### src/rtl/dds_seq_pkg.sv
// Package: shared constants and the latched-command type for the DDS
// write sequencer. Addresses are the ones the DDS decodes.
package dds_seq_pkg;
    localparam int STEP_W    = 3;
    localparam int N_LONG    = 7;   // writes in a set or extended set
    localparam int N_EXIT    = 3;   // writes in an extended exit
    localparam int UPD_SLOTS = 6;   // slots before the update strobe

    localparam logic [7:0] ADDR_SELECT    = 8'h81;
    localparam logic [7:0] ADDR_UPDATE    = 8'h80;
    localparam logic [7:0] ADDR_FREQ_LO   = 8'h11;
    localparam logic [7:0] ADDR_FREQ_HI   = 8'h13;
    localparam logic [7:0] ADDR_CTRL_LO   = 8'h01;
    localparam logic [7:0] ADDR_PHASE     = 8'h31;
    localparam logic [7:0] ADDR_AMPL      = 8'h33;
    localparam logic [7:0] ADDR_RAMP_A_LO = 8'h19;
    localparam logic [7:0] ADDR_RAMP_A_HI = 8'h1b;

    localparam logic [15:0] CTRL_KEEP_ACC  = 16'h0108;
    localparam logic [15:0] CTRL_CLEAR_ACC = 16'h2108;

    localparam logic [1:0] OP_SET   = 2'd0;
    localparam logic [1:0] OP_XSET  = 2'd1;
    localparam logic [1:0] MODE_CONT  = 2'd0;
    localparam logic [1:0] MODE_TRACK = 2'd2;

    typedef struct packed {
        logic [1:0]  op;
        logic [1:0]  mode;
        logic [31:0] ftw;
        logic [62:0] xftw;
        logic [15:0] pow;
        logic [11:0] asf;
        logic [31:0] t_start;
        logic [31:0] t_ref;
    } cmd_t;
endpackage

### src/rtl/dds_write_timer.sv
// Module: slot timer. Steps through num_writes slots of WRITE_CYC cycles
// each after a launch pulse. Assumes launch only arrives while idle and
// num_writes stays constant while active.
module dds_write_timer #(
    parameter int WRITE_CYC = 5,
    parameter int STEP_W    = 3,
    localparam int CNT_W    = (WRITE_CYC > 2) ? $clog2(WRITE_CYC) : 1
) (
    input  logic              clk,
    input  logic              rst_n,
    input  logic              launch,
    input  logic [STEP_W-1:0] num_writes,
    output logic              active,
    output logic [STEP_W-1:0] step,
    output logic              strobe,
    output logic              finish
);
    localparam logic [CNT_W-1:0] LAST_CNT = CNT_W'(WRITE_CYC - 1);

    logic [CNT_W-1:0] cnt;
    logic             slot_end;
    logic             last_step;

    // Slot end and last-step decode.
    always_comb begin
        slot_end  = active && (cnt == LAST_CNT);
        last_step = (step == num_writes - STEP_W'(1));
        strobe    = active && (cnt == '0);
        finish    = slot_end && last_step;
    end

    // Advance the cycle counter and the step index.
    always_ff @(posedge clk) begin
        if (!rst_n) begin
            active <= 1'b0;
            step   <= '0;
            cnt    <= '0;
        end else if (launch) begin
            active <= 1'b1;
            step   <= '0;
            cnt    <= '0;
        end else if (slot_end) begin
            cnt <= '0;
            if (last_step) active <= 1'b0;
            else           step   <= step + STEP_W'(1);
        end else if (active) begin
            cnt <= cnt + CNT_W'(1);
        end
    end
endmodule

### src/rtl/dds_phase_comp.sv
// Module: phase-word compensation. Purely combinational. Only bits [31:16]
// of each 64-bit product reach the result, so all arithmetic is done
// modulo 2^32 on the low halves of the timestamps.
module dds_phase_comp
    import dds_seq_pkg::*;
#(
    parameter int SYS_PER_MU = 3,
    parameter int WRITE_MU   = 40
) (
    input  logic [31:0] ftw,
    input  logic [15:0] pow_in,
    input  logic [1:0]  mode,
    input  logic [31:0] t_start,
    input  logic [31:0] t_ref,
    output logic [15:0] pow_out
);
    localparam logic [31:0] K_MUL   = 32'(SYS_PER_MU);
    localparam logic [31:0] UPD_OFS = 32'(UPD_SLOTS * WRITE_MU);

    logic [31:0] t_upd, t_diff, p_diff, p_track;
    logic [15:0] track_term;

    // Update time, offset product and absolute product.
    always_comb begin
        t_upd   = t_start + UPD_OFS;
        t_diff  = t_ref - t_upd;
        p_diff  = t_diff * K_MUL * ftw;
        p_track = t_ref * K_MUL * ftw;
    end

    // Tracking term only in tracking mode; wrap to 16 bits.
    always_comb begin
        track_term = (mode == MODE_TRACK) ? p_track[31:16] : 16'h0000;
        pow_out    = pow_in - p_diff[31:16] + track_term;
    end
endmodule

### src/rtl/dds_seq_decode.sv
// Module: maps (opcode, step) to the bus address and data of that write
// and gives the write count of the command. Combinational.
module dds_seq_decode
    import dds_seq_pkg::*;
#(
    parameter int CH_W = 3
) (
    input  logic [1:0]        op,
    input  logic [1:0]        mode,
    input  logic [CH_W-1:0]   chan,
    input  logic [31:0]       ftw,
    input  logic [62:0]       xftw,
    input  logic [15:0]       pow_word,
    input  logic [11:0]       asf,
    input  logic [STEP_W-1:0] step,
    output logic [STEP_W-1:0] num_writes,
    output logic [7:0]        addr,
    output logic [15:0]       data
);
    logic [15:0] sel_word;
    logic [15:0] ctrl_word;

    // Channel one-hot shifted up by one, and control word by mode.
    always_comb begin
        sel_word  = 16'h0002 << chan;
        ctrl_word = (mode == MODE_CONT) ? CTRL_KEEP_ACC : CTRL_CLEAR_ACC;
    end

    // Step decode per command kind.
    always_comb begin
        addr = ADDR_UPDATE;
        data = 16'h0000;
        if (op[1]) begin
            num_writes = STEP_W'(N_EXIT);
            case (step)
                3'd0:    begin addr = ADDR_SELECT;    data = sel_word; end
                3'd1:    begin addr = ADDR_RAMP_A_LO; data = 16'h0000; end
                default: begin addr = ADDR_RAMP_A_HI; data = 16'h0000; end
            endcase
        end else if (op == OP_XSET) begin
            num_writes = STEP_W'(N_LONG);
            case (step)
                3'd0:    begin addr = ADDR_SELECT;    data = sel_word; end
                3'd1:    begin addr = ADDR_RAMP_A_LO; data = xftw[15:0]; end
                3'd2:    begin addr = ADDR_RAMP_A_HI; data = {1'b0, xftw[30:16]}; end
                3'd3:    begin addr = ADDR_FREQ_LO;   data = xftw[46:31]; end
                3'd4:    begin addr = ADDR_FREQ_HI;   data = xftw[62:47]; end
                3'd5:    begin addr = ADDR_AMPL;      data = {4'h0, asf}; end
                default: begin addr = ADDR_UPDATE;    data = 16'h0000; end
            endcase
        end else begin
            num_writes = STEP_W'(N_LONG);
            case (step)
                3'd0:    begin addr = ADDR_SELECT;  data = sel_word; end
                3'd1:    begin addr = ADDR_FREQ_LO; data = ftw[15:0]; end
                3'd2:    begin addr = ADDR_FREQ_HI; data = ftw[31:16]; end
                3'd3:    begin addr = ADDR_CTRL_LO; data = ctrl_word; end
                3'd4:    begin addr = ADDR_PHASE;   data = pow_word; end
                3'd5:    begin addr = ADDR_AMPL;    data = {4'h0, asf}; end
                default: begin addr = ADDR_UPDATE;  data = 16'h0000; end
            endcase
        end
    end
endmodule

### src/rtl/dds_cmd_seq.sv
// Module: top of the DDS write sequencer. Latches one command on a
// valid/ready handshake, runs its write sequence through the slot timer,
// and reports done and the phase word of standard sets. Assumes the
// channel count fits the 16-bit select word (NUM_CH <= 15).
module dds_cmd_seq
    import dds_seq_pkg::*;
#(
    parameter int NUM_CH     = 8,
    parameter int SYS_PER_MU = 3,
    parameter int WRITE_CYC  = 5,
    parameter int WRITE_MU   = 40,
    localparam int CH_W      = (NUM_CH > 1) ? $clog2(NUM_CH) : 1
) (
    input  logic            clk,
    input  logic            rst_n,
    input  logic            cmd_valid,
    output logic            cmd_ready,
    input  logic [1:0]      cmd_op,
    input  logic [CH_W-1:0] cmd_chan,
    input  logic [31:0]     cmd_ftw,
    input  logic [62:0]     cmd_xftw,
    input  logic [15:0]     cmd_pow,
    input  logic [11:0]     cmd_asf,
    input  logic [1:0]      cmd_mode,
    input  logic [31:0]     cmd_start,
    input  logic [31:0]     cmd_ref,
    output logic            bus_wr,
    output logic [7:0]      bus_addr,
    output logic [15:0]     bus_data,
    output logic            busy,
    output logic            done,
    output logic [15:0]     res_pow
);
    cmd_t              q;
    logic [CH_W-1:0]   chan_q;
    logic              accept;
    logic              finish;
    logic [STEP_W-1:0] step;
    logic [STEP_W-1:0] num_writes;
    logic [15:0]       pow_word;

    assign cmd_ready = !busy;
    assign accept    = cmd_valid && cmd_ready;

    // Capture the command fields on acceptance.
    always_ff @(posedge clk) begin
        if (!rst_n) begin
            q      <= '0;
            chan_q <= '0;
        end else if (accept) begin
            q.op      <= cmd_op;
            q.mode    <= cmd_mode;
            q.ftw     <= cmd_ftw;
            q.xftw    <= cmd_xftw;
            q.pow     <= cmd_pow;
            q.asf     <= cmd_asf;
            q.t_start <= cmd_start;
            q.t_ref   <= cmd_ref;
            chan_q    <= cmd_chan;
        end
    end

    dds_write_timer #(
        .WRITE_CYC (WRITE_CYC),
        .STEP_W    (STEP_W)
    ) u_timer (
        .clk        (clk),
        .rst_n      (rst_n),
        .launch     (accept),
        .num_writes (num_writes),
        .active     (busy),
        .step       (step),
        .strobe     (bus_wr),
        .finish     (finish)
    );

    dds_phase_comp #(
        .SYS_PER_MU (SYS_PER_MU),
        .WRITE_MU   (WRITE_MU)
    ) u_phase (
        .ftw     (q.ftw),
        .pow_in  (q.pow),
        .mode    (q.mode),
        .t_start (q.t_start),
        .t_ref   (q.t_ref),
        .pow_out (pow_word)
    );

    dds_seq_decode #(
        .CH_W (CH_W)
    ) u_decode (
        .op         (q.op),
        .mode       (q.mode),
        .chan       (chan_q),
        .ftw        (q.ftw),
        .xftw       (q.xftw),
        .pow_word   (pow_word),
        .asf        (q.asf),
        .step       (step),
        .num_writes (num_writes),
        .addr       (bus_addr),
        .data       (bus_data)
    );

    // Done pulse and returned phase word.
    always_ff @(posedge clk) begin
        if (!rst_n) begin
            done    <= 1'b0;
            res_pow <= '0;
        end else begin
            done <= finish;
            if (finish && (q.op == OP_SET)) res_pow <= pow_word;
        end
    end
endmodule

### config.mk
export PLATFORM = sky130hd
export DESIGN_NAME = dds_cmd_seq
export DESIGN_NICKNAME = d
export VERILOG_FILES = /design/src/rtl/dds_seq_pkg.sv /design/src/rtl/dds_write_timer.sv /design/src/rtl/dds_phase_comp.sv /design/src/rtl/dds_seq_decode.sv /design/src/rtl/dds_cmd_seq.sv
export SDC_FILE = /design/constraint.sdc
export NUM_CORES = 2
export LEC_CHECK = 0
export BUFFER_PORTS_ARGS = -buffer_cell sky130_fd_sc_hd__buf_2
export CELL_PAD_IN_SITES_DETAIL_PLACEMENT = 2
export CELL_PAD_IN_SITES_GLOBAL_PLACEMENT = 2
export CORE_ASPECT_RATIO = 1.2
export CORE_MARGIN = 4
export CORE_UTILIZATION = 43
export DETAILED_ROUTE_END_ITERATION = 10
export GPL_ROUTABILITY_DRIVEN = 0
export PLACE_DENSITY_LB_ADDON = 0.05
export SLEW_MARGIN = 30
export SYNTH_ARGS = -nofsm -noshare
export SYNTH_HDL_FRONTEND = slang
export SYNTH_HIERARCHICAL = 1
export SYNTH_SLANG_ARGS = --single-unit
### constraint.sdc
create_clock -name clk -period 33 [get_ports clk]
set_input_delay 1.65 -clock clk [delete_from_list [all_inputs] [get_ports clk]]
set_output_delay 1.65 -clock clk [all_outputs]
set_load 0.03 [all_outputs]
; ---- After elaboration in Yosys (flattened, before gate mapping)
; Cells that the tools add are included.
; W data, S select, Z words.
[word_totals]
reg_bits = 218
latchBits = 0
ram_bits = 0
rom_bits = 0
in_bits = 197
out_inout_bits = 44
wordCells = 69
n_memories = 0
[classes]
add_sub_neg = 7
n_mul = 4
n_div = 0
magnitude_cmp = 0
n_eq_ne = 9
shifts = 1
mux = 16
n_bitwise = 2
reduce_logical = 16
[ops]
columns = cell, count
row1 = $pmux W16 S6, 2
row2 = $pmux W8 S6, 2
row3 = $mul A32 B2 Y32 const B, 2
row4 = $mul A32 B32 Y32, 2
row5 = $mux W16, 4
row6 = $add A32 B8 Y32 const B, 1
row7 = $sub A32 B32 Y32, 1
row8 = $add A16 B16 Y16, 1
row9 = $mux W8, 2
row10 = $pmux W8 S2, 1
row11 = $shl A2 B3 Y16 const A, 1
row12 = $sub A16 B16 Y16, 1
row13 = $mux W14, 1
row14 = $eq A3 B3 Y1 const B, 3
row15 = $add A3 B1 Y3 const B, 2
row16 = $eq A3 B2 Y1 const B, 2
row17 = $logic_not A3 Y1, 2
row18 = $logic_and A1 B1 Y1, 5
row19 = $logic_not A2 Y1, 2
row20 = $reduce_and A2 Y1, 2
row21 = $reduce_bool A2 Y1, 2
row22 = $eq A3 B1 Y1 const B, 1
row23 = $eq A3 B3 Y1, 1
row24 = $mux W1, 3
row25 = 8 further kinds, 9

; ---- Longest topological paths before layout
[depth]
word_depth = 9
mapped_depth = 70

; ---- Cells and area by module
; The synthesis kept the hierarchy.
[by_module_without_submodules]
columns = module, instances, cells_each, area_each_um2, seq_area_each_um2
row1 = dds_phase_comp, 1, 4262, 36093.4, 0.0
row2 = dds_cmd_seq, 1, 917, 7862.5, 4224.1
row3 = dds_seq_decode, 1, 235, 1674.1, 0.0
row4 = dds_write_timer, 1, 49, 445.4, 140.1

; ---- Least setup slack after synthesis
; OpenSTA, ideal clock, no wires.
[synth_path]
path_kind = flip-flop to output port
start = register, netlist name q[0]
end = output port bus_data[15]
arrival_ps = 15072
required_time_ps = 31350
path_slack_ps = 16278
path_stages_with_launch = 71
path_cell_list = dfxtp_1 > clkbuf_1 > inv_1 > ha_1 > inv_1 > ha_1 > inv_1 > fa_1 > nor2b_1 > o21ai_0 > a21boi_0 > o21ai_0 > a31o_2 > nor2b_1 > o21ai_0 > nand2b_1 > xor2_1 > ha_1 > [... 35 more ...] > xnor2_1 > xnor2_1 > xnor2_1 > xnor2_1 > xnor2_1 > xnor2_1 > xnor3_1 > xnor3_1 > xor2_1 > xnor3_1 > xnor3_1 > xnor2_1 > xnor3_1 > xnor2_1 > nand3b_1 > a21oi_1 > a21oi_1 > a211oi_1
[synth_via]
elab_chain_len = 8
word_cells_on_any_way = 11
[synth_lines]
columns = item, line
row1 = $sub A32 B32 Y32, dds_phase_comp.sv:26  ; t_diff = t_ref - t_upd;
row2 = $mul A32 B2 Y32, dds_phase_comp.sv:27  ; p_diff = t_diff * K_MUL * ftw;
row3 = $mul A32 B32 Y32, dds_phase_comp.sv:27
row4 = $sub A16 B16 Y16, dds_phase_comp.sv:34  ; pow_out = pow_in - p_diff[31:16] + track_term;
row5 = $add A16 B16 Y16 (*), dds_phase_comp.sv:34
row6 = via pow_word[15], dds_cmd_seq.sv:40  ; logic [15:0] pow_word;
row7 = $pmux W16 S6 (*), dds_seq_decode.sv:53  ; case (step)
row8 = $mux W16 (*), dds_seq_decode.sv:40  ; end else if (op == OP_XSET) begin
row9 = $mux W16 (*), dds_seq_decode.sv:33  ; if (op[1]) begin
row10 = end: declaration, dds_cmd_seq.sv:29  ; output logic [15:0] bus_data,
; The timed path passes the listed nets; every way through them passes the cells marked *.

; ---- Worst setup path after layout
[layout_path]
start = register, netlist name q[0]
end = output port bus_data[15]
[layout_via]
elab_chain_len = 8
word_cells_on_any_way = 11
[layout_lines]
columns = item, line
row1 = $sub A32 B32 Y32, dds_phase_comp.sv:26
row2 = $mul A32 B2 Y32, dds_phase_comp.sv:27
row3 = $mul A32 B32 Y32, dds_phase_comp.sv:27
row4 = $sub A16 B16 Y16, dds_phase_comp.sv:34
row5 = $add A16 B16 Y16 (*), dds_phase_comp.sv:34
row6 = via pow_word[15], dds_cmd_seq.sv:40
row7 = $pmux W16 S6 (*), dds_seq_decode.sv:53
row8 = $mux W16 (*), dds_seq_decode.sv:40
row9 = $mux W16 (*), dds_seq_decode.sv:33
; Marked as above.

==> flow_metrics.tcl <==
set metrics [dict create \
    fp.coreArea_sq_mm 0.106 \
    route.final.wire_length_mm 177 \
    cts_setup_buffers 0 \
    drive_gt1_frac 0.0800 \
    relSlewSlack 0.334 \
    clock_tree.buffer_depth 3 \
    flow.area_growth_from_synthesis_pct 7.31 \
    post-route-worst-setup-slack_ns 13.24 \
    synth_adder_area_share 0.465 \
    async_reset_ff_frac 0 \
    worst_setup_path_end_kind "output port" \
    timing.clock.skew_ns 0.0467 \
    synth_xor_xnor_area_share 0.0496 \
    design.die.area_sq_mm 0.112 \
    placed_cells_incl_taps 6899 \
    busiest_layer "met2" \
    gr_ovfl_total 0 \
    tritoncts_clock_tree "yes" \
    number_of_nets_with_antenna_violations_after_detailed_routing 0 \
    main_combinational_cell_family_by_area_after_synthesis "adder cells" \
    clkLatencyLatePin_ns 0.62 \
    dr.first_iter.drc_count 1526 \
    timing_worst_slew_pin_value_ns 0.993 \
    seq_total_area_yosys 0.0947 \
    first_pass_grt_wire_length_mm 273 \
    yosys.area.top_type_share 0.361 \
    status "completed" \
    grt_use_met2 0.597 \
    required_ns 31.35 \
    synth.top_cells.by_area "sky130_fd_sc_hd__fa_1 36%, sky130_fd_sc_hd__ha_1 10%, sky130_fd_sc_hd__nand2_1 9.7%, sky130_fd_sc_hd__dfxtp_1 9.5%, sky130_fd_sc_hd__inv_1 8.5%" \
    dieHeight_um 367 \
    clk_root_buffer_cell "sky130_fd_sc_hd__clkbuf_16" \
    vias 38114 \
    hold_viol 0 \
    path_clk_slew_ns 0.11 \
    cts.repair.resized 0 \
    drt_pass1_iterations 5 \
    die-width_um 307 \
    finish.instance_area_sq_mm 0.0494 \
    place_ws_ns 14.17 \
    synth_warnings 6 \
    synth_mux_area_frac 0.00692 \
    rsz0062_at_grt "no" \
    synth_compound_area_frac 0.0928 \
    dpl.hpwl_mm 138 \
    maximum_operating_frequency_mhz 50.6 \
    drt-vias-per-instance 5.48 \
    fin_tns_setup_ns 0 \
    timing.final.max_slew_violations 0 \
    crit_type "reg2out" \
    numCtsBuffers 26 \
    finish.net_count 6941 \
    final_cells 6950 \
    finalCritPeriodShare 0.599 \
    buffer_ports.inserted 238 \
    use_met1 0.348 \
    routed_wire_length_per_instance_um 25.5 \
    drc 0 \
    most-common-layout-cells "1192 x sky130_fd_sc_hd__nand2_1, 1047 x sky130_fd_sc_hd__inv_1, 832 x sky130_fd_sc_hd__fa_1, 380 x sky130_fd_sc_hd__ha_1, 316 x sky130_fd_sc_hd__and2_1" \
    ff2ff_setup_slack_ns 16.20 \
    synth_enable_flop_cells 0 \
    critPathMaxStageDelay_ns 0.69 \
    yosysUniqueCellTypes 86 \
    area_after_detailed_placement_sq_mm 0.0485 \
    cap_viol_max_count 0 \
    pin_count_of_the_biggest_net_entering_global_routing 140 \
    global_route.usage.total 0.318 \
    crit_path_max_fanout 34 \
    hold_path.class "reg2reg" \
    post-synth-top-area-cell "sky130_fd_sc_hd__fa_1" \
    syn_inst_count 5463 \
    grt_util_met3 0.0283 \
    setup.worst_path.start_class "register" \
    final_common_cell "sky130_fd_sc_hd__nand2_1" \
    synthSimpleGateAreaFrac 0.175 \
    critical_path.slowest_cell "sky130_fd_sc_hd__xor2_1" \
    cts_hold_buf 0 \
    finalSetupViolations 0 \
    antenna_found_initial 3 \
    tritoncts_sink_count 218 \
    fin_crit_ns 19.76 \
    cp.arrival_ns 18.11 \
    starting_utilization_of_the_core_area 0.433 \
    ys_ff_latch 218 \
    io-pin-count 241 \
    postSynthAreaPerCell_sq_um 8.43 \
    num_rows 131 \
    netlist_area_sq_mm 0.0461 \
    synthFlopType "sky130_fd_sc_hd__dfxtp_1" \
    ctsHtreeMaxLevel 1 \
    first_global_vias 45957 \
]
-- cells by family after synthesis --
group,Yosys count
and+or+nand+nor,1798
buffers and inverters,1338
adders and majority gates,1213
AOI/OAI and AO/OA,628
xor gates and xnor gates,235
DFF,218
muxes,31
other,2
-- final timing paths --
kind	cells after the start	startpoint	end
worst max-delay path	65	q[0]	bus_data[15]
worst min-delay path	2	q[161]	q[161]
worst max register to register	62	q[0]	res_pow[15]
worst min register to register	2	q[161]	q[161]
-- routing by layer --
| layer | vias to the layer above | routed length, um |
|---|---|---|
| li1 | 16636 | - |
| met1 | 20038 | 65200 |
| met2 | 965 | 93300 |
| met3 | 475 | 5830 |
| met4 | 0 | 12700 |
| met5 | - | 0 |
-- critical path: cells and delay by family (launching register included) --
family                     cells  cell delay [ns]
adders and majority gates     14             5.79
xor gates and xnor gates      18             4.22
AOI/OAI and AO/OA             15             3.80
and+or+nand+nor               11             2.26
buffers and inverters          7             1.07
DFF                            1             0.33
-- flip-flops by register name, summed over array words and instances (netlist names) --
name	cells
chan_q	3
done	1
q	191
res_pow	16
u_timer/active	1
u_timer/cnt	3
u_timer/step	3
-- through the flow --
step	hold slack, ns	util
after floorplan	0.431	-
after global placement	0.438	0.456
final	0.454	0.465
after global routing	0.469	0.465
after CTS	0.456	0.465
after detailed placement	0.447	0.456
-- final cells by class --
| type | count | area (sq um) |
|---|---|---|
| fillers | 11984 | 56900 |
| multi-input cells | 3909 | 36500 |
| flip-flops and latches | 218 | 4380 |
| inverters | 1049 | 3940 |
| repair buffers | 327 | 1870 |
| well taps | 1396 | 1750 |
| clock buffers | 39 | 779 |
| clock inverters | 9 | 166 |
| diodes | 3 | 7.51 |
-- synth_stat cells, types with 19 or more instances --
library cell and number:
sky130_fd_sc_hd__o21ai_0 82, sky130_fd_sc_hd__inv_1 1047, sky130_fd_sc_hd__xor2_1 58, sky130_fd_sc_hd__a21o_1 62, sky130_fd_sc_hd__and2_1 316, sky130_fd_sc_hd__mux2i_1 24, sky130_fd_sc_hd__a21boi_0 50, sky130_fd_sc_hd__fa_1 832
sky130_fd_sc_hd__nor2_1 91, sky130_fd_sc_hd__nand2b_1 24, sky130_fd_sc_hd__nand2_1 1192, sky130_fd_sc_hd__a21boi_1 151, sky130_fd_sc_hd__dfxtp_1 218, sky130_fd_sc_hd__nand3_1 41, sky130_fd_sc_hd__a211oi_1 33, sky130_fd_sc_hd__buf_6 26
sky130_fd_sc_hd__xnor2_1 159, sky130_fd_sc_hd__clkbuf_1 209, sky130_fd_sc_hd__buf_2 34, sky130_fd_sc_hd__nor3_1 24, sky130_fd_sc_hd__nor2b_1 43, sky130_fd_sc_hd__o21a_1 19, sky130_fd_sc_hd__a21oi_1 125, sky130_fd_sc_hd__ha_1 381
Power is not shown: default switching activity piles up to over one toggle a cycle in this logic, so the estimate is an artifact.
